--- src/rtl/wdog_timer.sv ---
module wdog_timer #(
  parameter int DIV_LO = 12,
  parameter int DIV_HI = 256
) (
  input  logic       clk,
  input  logic       rst_n,
  input  logic       wr_en,
  input  logic [7:0] wr_data,
  output logic [7:0] rd_data,
  output logic       wdt_rst
);
  localparam int LO_W = (DIV_LO > 1) ? $clog2(DIV_LO) : 1;
  localparam int HI_W = (DIV_HI > 1) ? $clog2(DIV_HI) : 1;
  localparam logic [LO_W-1:0] LO_TOP = LO_W'(DIV_LO - 1);
  localparam logic [HI_W-1:0] HI_TOP = HI_W'(DIV_HI - 1);

  logic            en_q;
  logic [6:0]      cnt_q;
  logic [LO_W-1:0] lo_q;
  logic [HI_W-1:0] hi_q;
  logic            pulse_q;

  // register bit 7 -> counter bit 0 ... register bit 1 -> counter bit 6
  wire [6:0] wr_cnt = {wr_data[1], wr_data[2], wr_data[3], wr_data[4],
                       wr_data[5], wr_data[6], wr_data[7]};
  wire lo_wrap = (lo_q == LO_TOP);
  wire hi_wrap = (hi_q == HI_TOP);
  wire tick    = en_q && lo_wrap && hi_wrap;
  wire en_nx   = en_q | (wr_en & wr_data[0]);
  wire [6:0] cnt_nx = wr_en ? wr_cnt : (tick ? cnt_q - 7'd1 : cnt_q);
  wire fire    = en_nx && !cnt_nx[6] && (wr_en || cnt_q[6]);

  always_ff @(posedge clk) begin
    if (!rst_n || fire) begin
      en_q    <= 1'b0;
      cnt_q   <= 7'h7F;
      lo_q    <= '0;
      hi_q    <= '0;
      pulse_q <= fire && rst_n;
    end else begin
      pulse_q <= 1'b0;
      en_q    <= en_nx;
      cnt_q   <= cnt_nx;
      if (wr_en) begin
        lo_q <= '0;
        hi_q <= '0;
      end else if (en_q) begin
        lo_q <= lo_wrap ? '0 : lo_q + 1'b1;
        if (lo_wrap) hi_q <= hi_wrap ? '0 : hi_q + 1'b1;
      end
    end
  end

  assign rd_data = {cnt_q[0], cnt_q[1], cnt_q[2], cnt_q[3],
                    cnt_q[4], cnt_q[5], cnt_q[6], en_q};
  assign wdt_rst = pulse_q;

  p_one_cycle_r8: assert property (@(posedge clk) disable iff (!rst_n)
    wdt_rst |=> !wdt_rst);
  p_post_fire_r8: assert property (@(posedge clk) disable iff (!rst_n)
    wdt_rst |-> (rd_data == 8'hFE));
  p_idle_hold_r6: assert property (@(posedge clk) disable iff (!rst_n)
    (!en_q && !wr_en) |=> ($stable(cnt_q) && $stable(lo_q) && !wdt_rst));
  p_sticky_en_r7: assert property (@(posedge clk) disable iff (!rst_n)
    $fell(en_q) |-> wdt_rst);
  p_single_step_r5: assert property (@(posedge clk) disable iff (!rst_n)
    (en_q && !wr_en) |=> (wdt_rst || cnt_q == $past(cnt_q)
                          || cnt_q == $past(cnt_q) - 7'd1));
endmodule

--- config.mk ---
export PLATFORM = sky130hd
export DESIGN_NAME = wdog_timer
export DESIGN_NICKNAME = d
export VERILOG_FILES = /design/src/rtl/wdog_timer.sv
export SDC_FILE = /design/constraint.sdc
export NUM_CORES = 1
export LEC_CHECK = 0
export BUFFER_PORTS_ARGS = -buffer_cell sky130_fd_sc_hd__buf_2
export CORE_ASPECT_RATIO = 0.5
export CORE_UTILIZATION = 31
export DETAILED_ROUTE_END_ITERATION = 8
export GPL_ROUTABILITY_DRIVEN = 0
export GPL_TIMING_DRIVEN = 0
export MAX_ROUTING_LAYER = met4
export PLACE_DENSITY_LB_ADDON = 0.08
export RECOVER_POWER = 50
export SLEW_MARGIN = 20
export SYNTH_ARGS = -nofsm -noshare
export SYNTH_HDL_FRONTEND = slang
export SYNTH_SLANG_ARGS = --single-unit
--- constraint.sdc ---
create_clock -name clk -period 2.55 [get_ports clk]
set_input_delay 0.3825 -clock clk [delete_from_list [all_inputs] [get_ports clk]]
set_output_delay 0.3825 -clock clk [all_outputs]
set_load 0.02 [all_outputs]
# == Yosys cells after proc, flatten, opt, wreduce, memory -nomap -nowiden ==
# Index checks and enable logic that the tools add are counted.
# totals
in_bits,11
out_inout_bits,9
reg_bits,21
# classes
n_reduce_logical,12
n_mux,4
n_addsub,3
bitwise_logic,2
n_eq_ne,2
# op_table
cell,n
2-to-1 mux 7 bit,2
"adder 8 x 1 -> 8 bit, second input constant",1
"== test 8 bit, second input constant",1
2-to-1 mux 8 bit,1
"subtractor 7 x 1 -> 7 bit, second input constant",1
logical AND 1 bit,5
"adder 4 x 1 -> 4 bit, second input constant",1
"== test 4 bit, second input constant",1
2-to-1 mux 4 bit,1
zero test 1 bit,2
logical OR 1 bit,2
AND reduction 2 bit,1
nonzero test 2 bit,1
OR reduction 2 bit,1
bitwise AND 1 bit,1
OR 1 bit,1

# == Longest topological paths before layout ==
# Gate-level depths: netlist of run 1.
# logic_depth
depth_word,10
mapped_depth,7
ltp_nobuf,6

# == Worst setup path before layout of run 1 ==
# OpenSTA, ideal clock, no wires.
# synth_path
kind,register to register
from,register lo_q[0]
to,register cnt_q[1]
arrival_time_ns,1.635
path_stages_with_launch,6
setup_ns,0.079
slack_ns,0.836
path_buffers,0
period_less_slack_ns,1.714
path_cell_list,dfxtp_1 ha_1 nand4b_4 nor4_4 mux2_2 o211ai_1
# synth_between
elab_chain_cells,9
elab_cells_between_ends,10
# synth_lines
element,line,rtl
start: declaration,19,logic [LO_W-1:0] lo_q;
start signal: assignment,48,lo_q <= lo_wrap ? '0 : lo_q + 1'b1;
== test 4 bit *,26,wire lo_wrap = (lo_q == LO_TOP);
logical AND 1 bit * (2 in series),28,wire tick = en_q && lo_wrap && hi_wrap;
2-to-1 mux 7 bit (2 in series),30,wire [6:0] cnt_nx = wr_en ? wr_cnt : (tick ? cnt_q - 7'd1 : cnt_q);
zero test 1 bit,31,wire fire = en_nx && !cnt_nx[6] && (wr_en || cnt_q[6]);
logical AND 1 bit (2 in series),31,
logical OR 1 bit,34,if (!rst_n || fire) begin
end signal: assignment,43,cnt_q <= cnt_nx;
end: declaration,18,logic [6:0] cnt_q;
# Every way passes the cells marked *; elsewhere a longest branch is shown, timed or not. The select of a mux whose other input is x is not followed.
# A chain may end at the register's enable or synchronous reset.

# == Final worst setup path of run 1 ==
# layout_path
from,register lo_q[0]
to,register cnt_q[3]
# Same word-level chain as after synthesis.

==> results.md, run 1 <==
- Met3 WL: 61 um
- Most instantiated cells after synthesis: dfxtp_1, nor2_1, nand2_1, inv_1
- Final WL: 2700 um
- Ant. Diodes: 0
- Netlist area before placement: 0.00120 sq mm
- Post-synth ARST share: 0
- Dpl hpwl: 2010 um
- Largest net degree at the start of global routing: 12
- Highest metal used: met4
- Measured slew at the worst slew-check pin: 667 ps
- Die X: 90.0 um
- Residual DRC: 0
- Outcome: finished, final reports clean
- Hold-fix buffers at CTS: 0
- Setup violations, final: 0
- Post-CTS Setup Inserts: 0
- Initial Utilization: 0.337
- Latest clock arrival within the worst-skew pair: 260 ps
- CORE AREA: 0.00357 sq mm
- Layout cells sized above 1: 0.145
- Post-synthesis adder-cell area fraction: 0.0313
- Fin util: 0.387
- Clock skew after layout: 2.16 ps
- Die height: 46.0 um
- Post-Syn Instances: 143
- Routed length per instance: 12.4 um
- CP Data Arrival Time: 2300 ps
- Minimum clock period: 2180 ps
- I/O Buffers: 19
- Seq/Total Area, Yosys: 0.350
- Largest area contributor in the netlist: dfxtp_1
- CTS Sinks: 21
- EDFF count, synth: 0
- Main combinational cell family by area after synthesis: simple AND/OR/NAND/NOR gates
- Worst Setup Start Kind: flop
- DRT met1 WL: 1470 um
- PD cells: 468 mW/mm^2
- Multiplexer area fraction after synthesis: 0.0604
- RSZ-0062 raised after global routing: false
- Full die area: 0.00414 sq mm
- 1st-iter DRT viols: 24
- Via/cell ratio: 4.85
- Remaining antenna violation count: 0
- Setup Slack @ Placement: 566 ps
- Deepest clock path buffer count: 2
- Most frequent cell after synthesis: dfxtp_1
- Setup Crit Path Kind: flop to flop
- Vias in the first global route: 909
- Routed met2 length: 1160 um
- I/O pins: 20
- Setup TNS Final: 0 ps
- Layout net count: 181
- WP data required: 2670 ps
- Simple-Gate Fraction of Synth Area: 0.359
- Synthesis warning total: 0
- Initial antenna violation count: 0
- Syn nets: 157
- Register bit total from synthesis: 21
- CTS tree: built
- Average cell area after synthesis: 8.40 sq um
- Top-area cell type share of the netlist area: 0.350
- Netlist cell types: 36
- Clock slew at reported path FFs: 80 ps
- Pre-antenna DRT Iters: 4
- Max Fanout on Critical Path: 10
- Total of max-cap violations: 0
- Global-route wire length before repair: 4400 um
- Worst hold path class: input port to flop
- Most used DFF post-synth: dfxtp_1
- Htree depth: 1
- Final Slew Violations: 0
- Post-Synth XOR/XNOR Area: 0.0365
- VDD IR max: 0.000157 V
- Leakage power: 0.000530 uW
- Peak Freq: 458 MHz
- Setup WS post-layout: 369 ps
- Total track usage: 0.144
- CTS root buf: clkbuf_8
- Final Hold Fails: 0
- Area growth syn-to-layout: 14.8%
- Remaining Overflow, GRT: 0
- Most area-consuming cells after synthesis: dfxtp_1, nor2_1, nand2_1, mux2i_1, nor4_4
- Nature of the critical path endpoint: flop
- CTS Buf Count: 3
- # resized after CTS: 0
- Final period utilization: 0.855
- Slew headroom: 0.555
- Number of core rows: 15
- Vias: 1053
- Compound-Gate Fraction of Synth Area: 0.106
==> worst max-delay path, stage by stage, from the launching register on <==
cell,delay [ps]
dfxtp_1,410
ha_1,260
nand4b_1,300
buf_4,290
nor4_1,460
mux2i_1,240
nand3_1,80
==> logic make-up after synthesis <==
group                      Yosys count
and+or+nand+nor                     74
DFF                                 21
AOI/OAI and AO/OA                   19
buffers and inverters               14
muxes                                7
xor gates and xnor gates             5
adders and majority gates            3
==> layout by cell type, fill, tap and decap left out, types with 2 or more instances in the layout <==
| cell type | n |
|---|---|
| mux2_2 | 2 |
| a21oi_1 | 7 |
| nand3_1 | 6 |
| nor3_1 | 7 |
| xor2_1 | 2 |
| mux2i_1 | 5 |
| dfxtp_1 | 21 |
| inv_1 | 8 |
| nand2_1 | 16 |
| o21ai_0 | 3 |
| nor2_1 | 20 |
| xnor2_1 | 3 |
| nor4_4 | 2 |
| buf_4 | 4 |
| buf_2 | 10 |
| nor4_1 | 5 |
| clkbuf_8 | 3 |
| clkbuf_1 | 12 |
| nand4_1 | 6 |
| ha_1 | 3 |
| nor2b_1 | 4 |
==> registers in the layout, summed over array words and instances, names as in the netlist <==
signal	cells
hi_q	8
cnt_q	7
lo_q	4
en_q	1
wdt_rst	1
==> stage by stage <==
step / total power, uW / std cells / hold slack [ps] / area (sq um)
floorplan: 406 / 143 / 453 / 1200
CTS: 666 / 217 / 321 / 1410
global placement: 435 / 213 / 470 / 1360
detailed placement: 435 / 213 / 474 / 1360
finish: 645 / 217 / 331 / 1380
global route: 683 / 217 / 321 / 1380
==> path summary, 6_finish.rpt <==
kind | start | to | slack, ps | cells past startpoint
setup reg to reg | lo_q[0]$_SDFFE_PP0P_ | cnt_q[3]$_SDFFE_PP1P_ | 370 | 6
hold reg to reg | hi_q[1]$_SDFFE_PP0N_ | hi_q[1]$_SDFFE_PP0N_ | 480 | 2
setup / recovery | lo_q[0]$_SDFFE_PP0P_ | cnt_q[3]$_SDFFE_PP1P_ | 370 | 6
hold / removal | wr_data[4] | cnt_q[3]$_SDFFE_PP1P_ | 330 | 3
==> final cells by class <==
class	instances	area, sq um
clock buffers	4	45.0
plain buffers	6	37.5
repair buffers	19	83.8
flip-flops and latches	21	420
well taps	51	63.8
inverters	8	30.0
fillers	406	2190
multi-input cells	108	698
==> metal layers <==
| metal | up-vias | track usage |
|---|---|---|
| met1 | 492 | 0.193 |
| met3 | 2 | 0.0450 |
| met5 | - | - |
| met2 | 5 | 0.214 |
| li1 | 554 | - |
| met4 | 0 | 0.0290 |
==> where the power goes <==
group	switching, uW	leakage, uW	internal, uW
registers	11.3	0.000171	337
clock network	110	0.0000228	111
logic	44.9	0.000336	30.0
total	166	0.000530	479
No activity file was read; power rests on OpenSTA's default activity.
==> run 2, diff against run 1 <==
- BUFFER_PORTS_ARGS: -buffer_cell sky130_fd_sc_hd__buf_2 -> -buffer_cell sky130_fd_sc_hd__buf_4
==> results.md, run 2 (synthesis gave the netlist of run 1 again) <==
- Measured slew at the worst slew-check pin: 632 ps (-34.8 ps)
- Clock skew after layout: 2.45 ps (+0.298 ps)
- CTS Sinks: 21 (unchanged)
- Vias in the first global route: 903 (-0.66%)
- Max Fanout on Critical Path: 10 (unchanged)
- I/O pins: 20 (unchanged)
- WP data required: 2670 ps (about the same)
- Remaining Overflow, GRT: 0 (unchanged)
- Number of flip-flops in the largest register: 8 (unchanged)
- Max incr delay on CP: 460 ps (about the same)
- Largest regs: hi_q x8, cnt_q x7, lo_q x4
- Dpl hpwl: 2030 um (+1.0%)
- Top delay family on crit path: simple AND/OR/NAND/NOR gates
- Slew headroom: 0.578 (+0.0232)
- Routed length per instance: 12.3 um (-0.78%)
- Setup violations, final: 0 (unchanged)
- Global-route wire length before repair: 4400 um (+0.16%)
- Minimum clock period: 2130 ps (-52.5 ps)
- Most frequent cells in the layout: dfxtp_1, nor2_1, nand2_1, buf_4, clkbuf_1
- Die height: 46.0 um (unchanged)
- Hold-fix buffers at CTS: 0 (unchanged)
- Initial Utilization: 0.337 (unchanged)
- CP Data Arrival Time: 2250 ps (-50 ps)
- VDD IR max: 0.000186 V (+19%)
- Biggest register: hi_q
- Clock slew at reported path FFs: 80 ps (about the same)
- RSZ-0062 raised after global routing: false
- # resized after CTS: 0 (unchanged)
- I/O Buffers: 19 (unchanged)
- PD cells: 463 mW/mm^2 (-0.90%)
- Setup Slack @ Placement: 561 ps (-5.10 ps)
- Worst hold path class: input port to flop
- Setup TNS Final: 0 ps (unchanged)
- Buffers and inverters on the worst path: 1 (unchanged)
- Placed cells: 213 (unchanged)
- Critical path's slowest cell: nor4_1
- Peak Freq: 470 MHz (+2.5%)
- Worst Setup Start Kind: flop
- Final Slew Violations: 0 (unchanged)
- Number of core rows: 15 (unchanged)
- Nature of the critical path endpoint: flop
- Final period utilization: 0.835 (-0.0206)
- Vias: 1066 (+1.2%)
- Full die area: 0.00414 sq mm (unchanged)
- Htree depth: 1 (unchanged)
- Total of max-cap violations: 0 (unchanged)
- Layout cells sized above 1: 0.145 (unchanged)
- Most common cell after layout, fill and taps aside: dfxtp_1
- Final WL: 2680 um (-0.78%)
- Ant. Diodes: 0 (unchanged)
- Layout net count: 181 (unchanged)
- Outcome: finished, final reports clean
- Largest net degree at the start of global routing: 12 (unchanged)
- Crit-path cells: ha_1 > nand4b_1 > buf_4 > nor4_1 > mux2i_1 > nand3_1
- Pre-antenna DRT Iters: 4 (unchanged)
- Final Hold Fails: 0 (unchanged)
- CTS Buf Count: 3 (unchanged)
- Setup Crit Path Kind: flop to flop
- CTS root buf: clkbuf_8
- Die X: 90.0 um (unchanged)
- Latest clock arrival within the worst-skew pair: 260 ps (about the same)
- CORE AREA: 0.00357 sq mm (unchanged)
- 1st-iter DRT viols: 31 (+29%)
- Post-CTS Setup Inserts: 0 (unchanged)
- Total track usage: 0.144 (about the same)
- Area growth syn-to-layout: 16.9%
- Deepest clock path buffer count: 2 (unchanged)
- Initial antenna violation count: 0 (unchanged)
- CTS tree: built
- Leakage power: 0.000539 uW (+1.6%)
- Setup WS post-layout: 421 ps (+52.5 ps)
- Via/cell ratio: 4.91 (+1.2%)
- Remaining antenna violation count: 0 (unchanged)
- Residual DRC: 0 (unchanged)
- Post-Layout Cell Count: 217 (unchanged)
-- run 2: area by class of cell --
class / count / area, sq um
fill: 401 / 2160
multi-input combinational: 108 / 698
sequential: 21 / 420
timing repair buffer: 19 / 109
tap: 51 / 63.8
clock buffer: 4 / 45.0
buffer: 6 / 37.5
inverter: 8 / 30.0
-- run 2: through the flow --
step	cell area (sq um)	utilization	total power (uW)	hold slack (ps)
6_report	1400	0.394	650	329
5_1_grt	1400	0.394	685	335
4_1_cts	1450	0.407	671	324
3_5_place_dp	1410	0.395	444	484
3_3_place_gp	1410	0.395	444	470
2_1_floorplan	1200	-	406	453
-- run 2: power by group --
part	total [uW]	internal (uW)	switching, uW
Combinational	78.5	34.2	44.3
Sequential	349	337	11.5
Clock	223	111	112
Total	650	483	167
-- run 2: tightest hold or removal path: cells and delay by family --
kind          cells  cell delay (ps)
buf+inv           1               80
simple gates      2              100
-- run 2: worst paths after layout --
path,start,endpoint,slack (ps),depth (start not counted)
max,lo_q[0]$_SDFFE_PP0P_,cnt_q[3]$_SDFFE_PP1P_,420,6
min,wr_data[4],cnt_q[3]$_SDFFE_PP1P_,330,3
max reg2reg,lo_q[0]$_SDFFE_PP0P_,cnt_q[3]$_SDFFE_PP1P_,420,6
min reg2reg,hi_q[1]$_SDFFE_PP0N_,hi_q[1]$_SDFFE_PP0N_,490,2
-- run 2: per-layer routing --
| metal | wire length, um | global-route usage | up-vias |
|---|---|---|---|
| li1 | - | - | 554 |
| met4 | 9 | 0.0290 | 0 |
| met1 | 1440 | 0.186 | 498 |
| met3 | 90 | 0.0400 | 2 |
| met2 | 1130 | 0.229 | 12 |
| met5 | 0 | - | - |
==> run 3, diff against run 2 <==
- clock period: 2.55 -> 2 ns (I/O delays scaled with it)
==> results.md, run 3 (synthesis gave the netlist of run 1 again) <==
- Highest metal used: met4
- Htree depth: 1 (unchanged)
- Area growth syn-to-layout: 22.1%
- Worst hold path class: input port to flop
- DRT met1 WL: 1480 um (+2.8%)
- Area after DPL: 0.00141 sq mm (unchanged)
- Deepest clock path buffer count: 2 (unchanged)
- Slew headroom: 0.574 (-0.00418)
- Initial antenna violation count: 0 (unchanged)
- Residual DRC: 0 (unchanged)
- Most common cell after layout, fill and taps aside: dfxtp_1
- WP data required: 2120 ps (-550 ps)
- Most frequent cells in the layout: dfxtp_1, nor2_1, buf_4, nand2_1, clkbuf_1
- Routed met2 length: 1150 um (+1.2%)
- Largest net degree at the start of global routing: 12 (unchanged)
- Layout net count: 185 (+2.2%)
- R2R depth: 6 (unchanged)
- PD cells: 564 mW/mm^2 (+22%)
- Final Hold Fails: 0 (unchanged)
- Global-route wire length before repair: 4400 um (unchanged)
- Post-Layout Inst Area: 0.00147 sq mm (+4.5%)
- CTS tree: built
- Biggest register: hi_q
- CTS root buf: clkbuf_8
- Vias: 1077 (+1.0%)
- Total of max-cap violations: 0 (unchanged)
- CORE AREA: 0.00357 sq mm (unchanged)
- Pre-antenna DRT Iters: 4 (unchanged)
- VDD IR max: 0.000238 V (+27%)
- RR Startpoint: hi_q[0]$_SDFFE_PP0N_
- Max Fanout on Critical Path: 6 (-4)
- Measured slew at the worst slew-check pin: 638 ps (+6.26 ps)
- Final Slew Violations: 0 (unchanged)
- Full die area: 0.00414 sq mm (unchanged)
- Worst Setup Start Kind: flop
- Remaining antenna violation count: 0 (unchanged)
- Met3 WL: 76 um (-16%)
- Nature of the critical path endpoint: flop
- Die X: 90.0 um (unchanged)
- Remaining Overflow, GRT: 0 (unchanged)
- Leakage power: 0.000609 uW (+13%)
- Vias in the first global route: 903 (unchanged)
- Crit path capture: cnt_q[4]$_SDFFE_PP1P_
- End of the worst register-to-register path: cnt_q[4]$_SDFFE_PP1P_
- Total track usage: 0.144 (unchanged)
- Largest regs: hi_q x8, cnt_q x7, lo_q x4
- CTS Sinks: 21 (unchanged)
- Layout cells sized above 1: 0.188 (+0.0437)
- 1st-iter DRT viols: 36 (+16%)
- Final WL: 2720 um (+1.5%)
- Via/cell ratio: 4.87 (-0.80%)
- Setup TNS Final: 0 ps (unchanged)
- Initial Utilization: 0.337 (unchanged)
- Critical path startpoint: hi_q[0]$_SDFFE_PP0N_
- Clock skew after layout: 4.17 ps (+1.71 ps)
- RSZ-0062 raised after global routing: false
- Number of core rows: 15 (unchanged)
- Clock slew at reported path FFs: 80 ps (about the same)
- Number of flip-flops in the largest register: 8 (unchanged)
- Latest clock arrival within the worst-skew pair: 260 ps (about the same)
- CP Data Arrival Time: 1930 ps (-320 ps)
- Pwr Total: 828 uW (+27%)
- Setup Crit Path Kind: flop to flop
- Dpl hpwl: 2030 um (unchanged)
- Minimum clock period: 1810 ps (-320 ps)
- R2r setup slk: 190 ps (-230 ps)
- I/O Buffers: 19 (unchanged)
- Outcome: finished, final reports clean
- CTS Buf Count: 3 (unchanged)
- I/O pins: 20 (unchanged)
- Setup violations, final: 0 (unchanged)
- Die height: 46.0 um (unchanged)
- Routed length per instance: 12.3 um (-0.31%)
- Ant. Diodes: 0 (unchanged)
- Peak Freq: 553 MHz (+18%)
- Final period utilization: 0.905 (+0.0697)
-- run 3: cell type report --
type                    count  area, sq um
plain buffers               6         35.0
inverters                   8         30.0
fillers                   394         2100
multi-input cells         108          733
well taps                  51         63.8
repair buffers             23          139
flip-flops and latches     21          420
clock buffers               4         45.0
-- run 3: how the worst min path moves through the flow --
stage	cells after the start	slack [ps]	startpoint	to
6_report	3	250	wr_data[7]	cnt_q[0]$_SDFFE_PP1P_
5_1_grt	3	250	wr_data[4]	cnt_q[3]$_SDFFE_PP1P_
4_1_cts	3	240	wr_data[4]	cnt_q[3]$_SDFFE_PP1P_
3_5_place_dp	2	480	hi_q[1]$_SDFFE_PP0N_	hi_q[1]$_SDFFE_PP0N_
3_3_place_gp	2	470	hi_q[1]$_SDFFE_PP0N_	hi_q[1]$_SDFFE_PP0N_
2_1_floorplan	2	430	wr_data[2]	cnt_q[5]$_SDFFE_PP1P_
-- run 3: report_power, final --
group	internal (uW)	switching, uW	total (uW)
combinational	43.0	57.3	100
clock	142	140	282
sequential	430	14.8	445
-- run 3: worst max-delay path: stages (launching register included) --
cell and delay, ps:
dfxtp_1 380, ha_1 250, nand2_2 180, nor4_4 370, buf_4 200, mux2i_1 190
nand4_1 90
-- run 3: repair_timing --
action,CTS,global route
setup buffers,0,4
gates resized for setup,1,3
pin swaps,0,2
hold buffers,0,0
setup endpoints to repair,1,17
gates cloned,0,0
-- run 3: layer usage --
| metal | up-vias | GRT usage |
|---|---|---|
| met4 | 0 | 0.0290 |
| li1 | 559 | - |
| met5 | - | - |
| met2 | 8 | 0.229 |
| met3 | 2 | 0.0400 |
| met1 | 508 | 0.186 |
-- run 3: metrics by stage --
step                      utilization  setup WS, ps  instances  hold WS, ps
after floorplan                     -           286        143          425
after global placement          0.395         0.592        213          470
after detailed placement        0.395          10.5        213          484
after CTS                       0.409          4.81        217          242
after global routing            0.411          54.6        221          253
final                           0.411           191        221          248
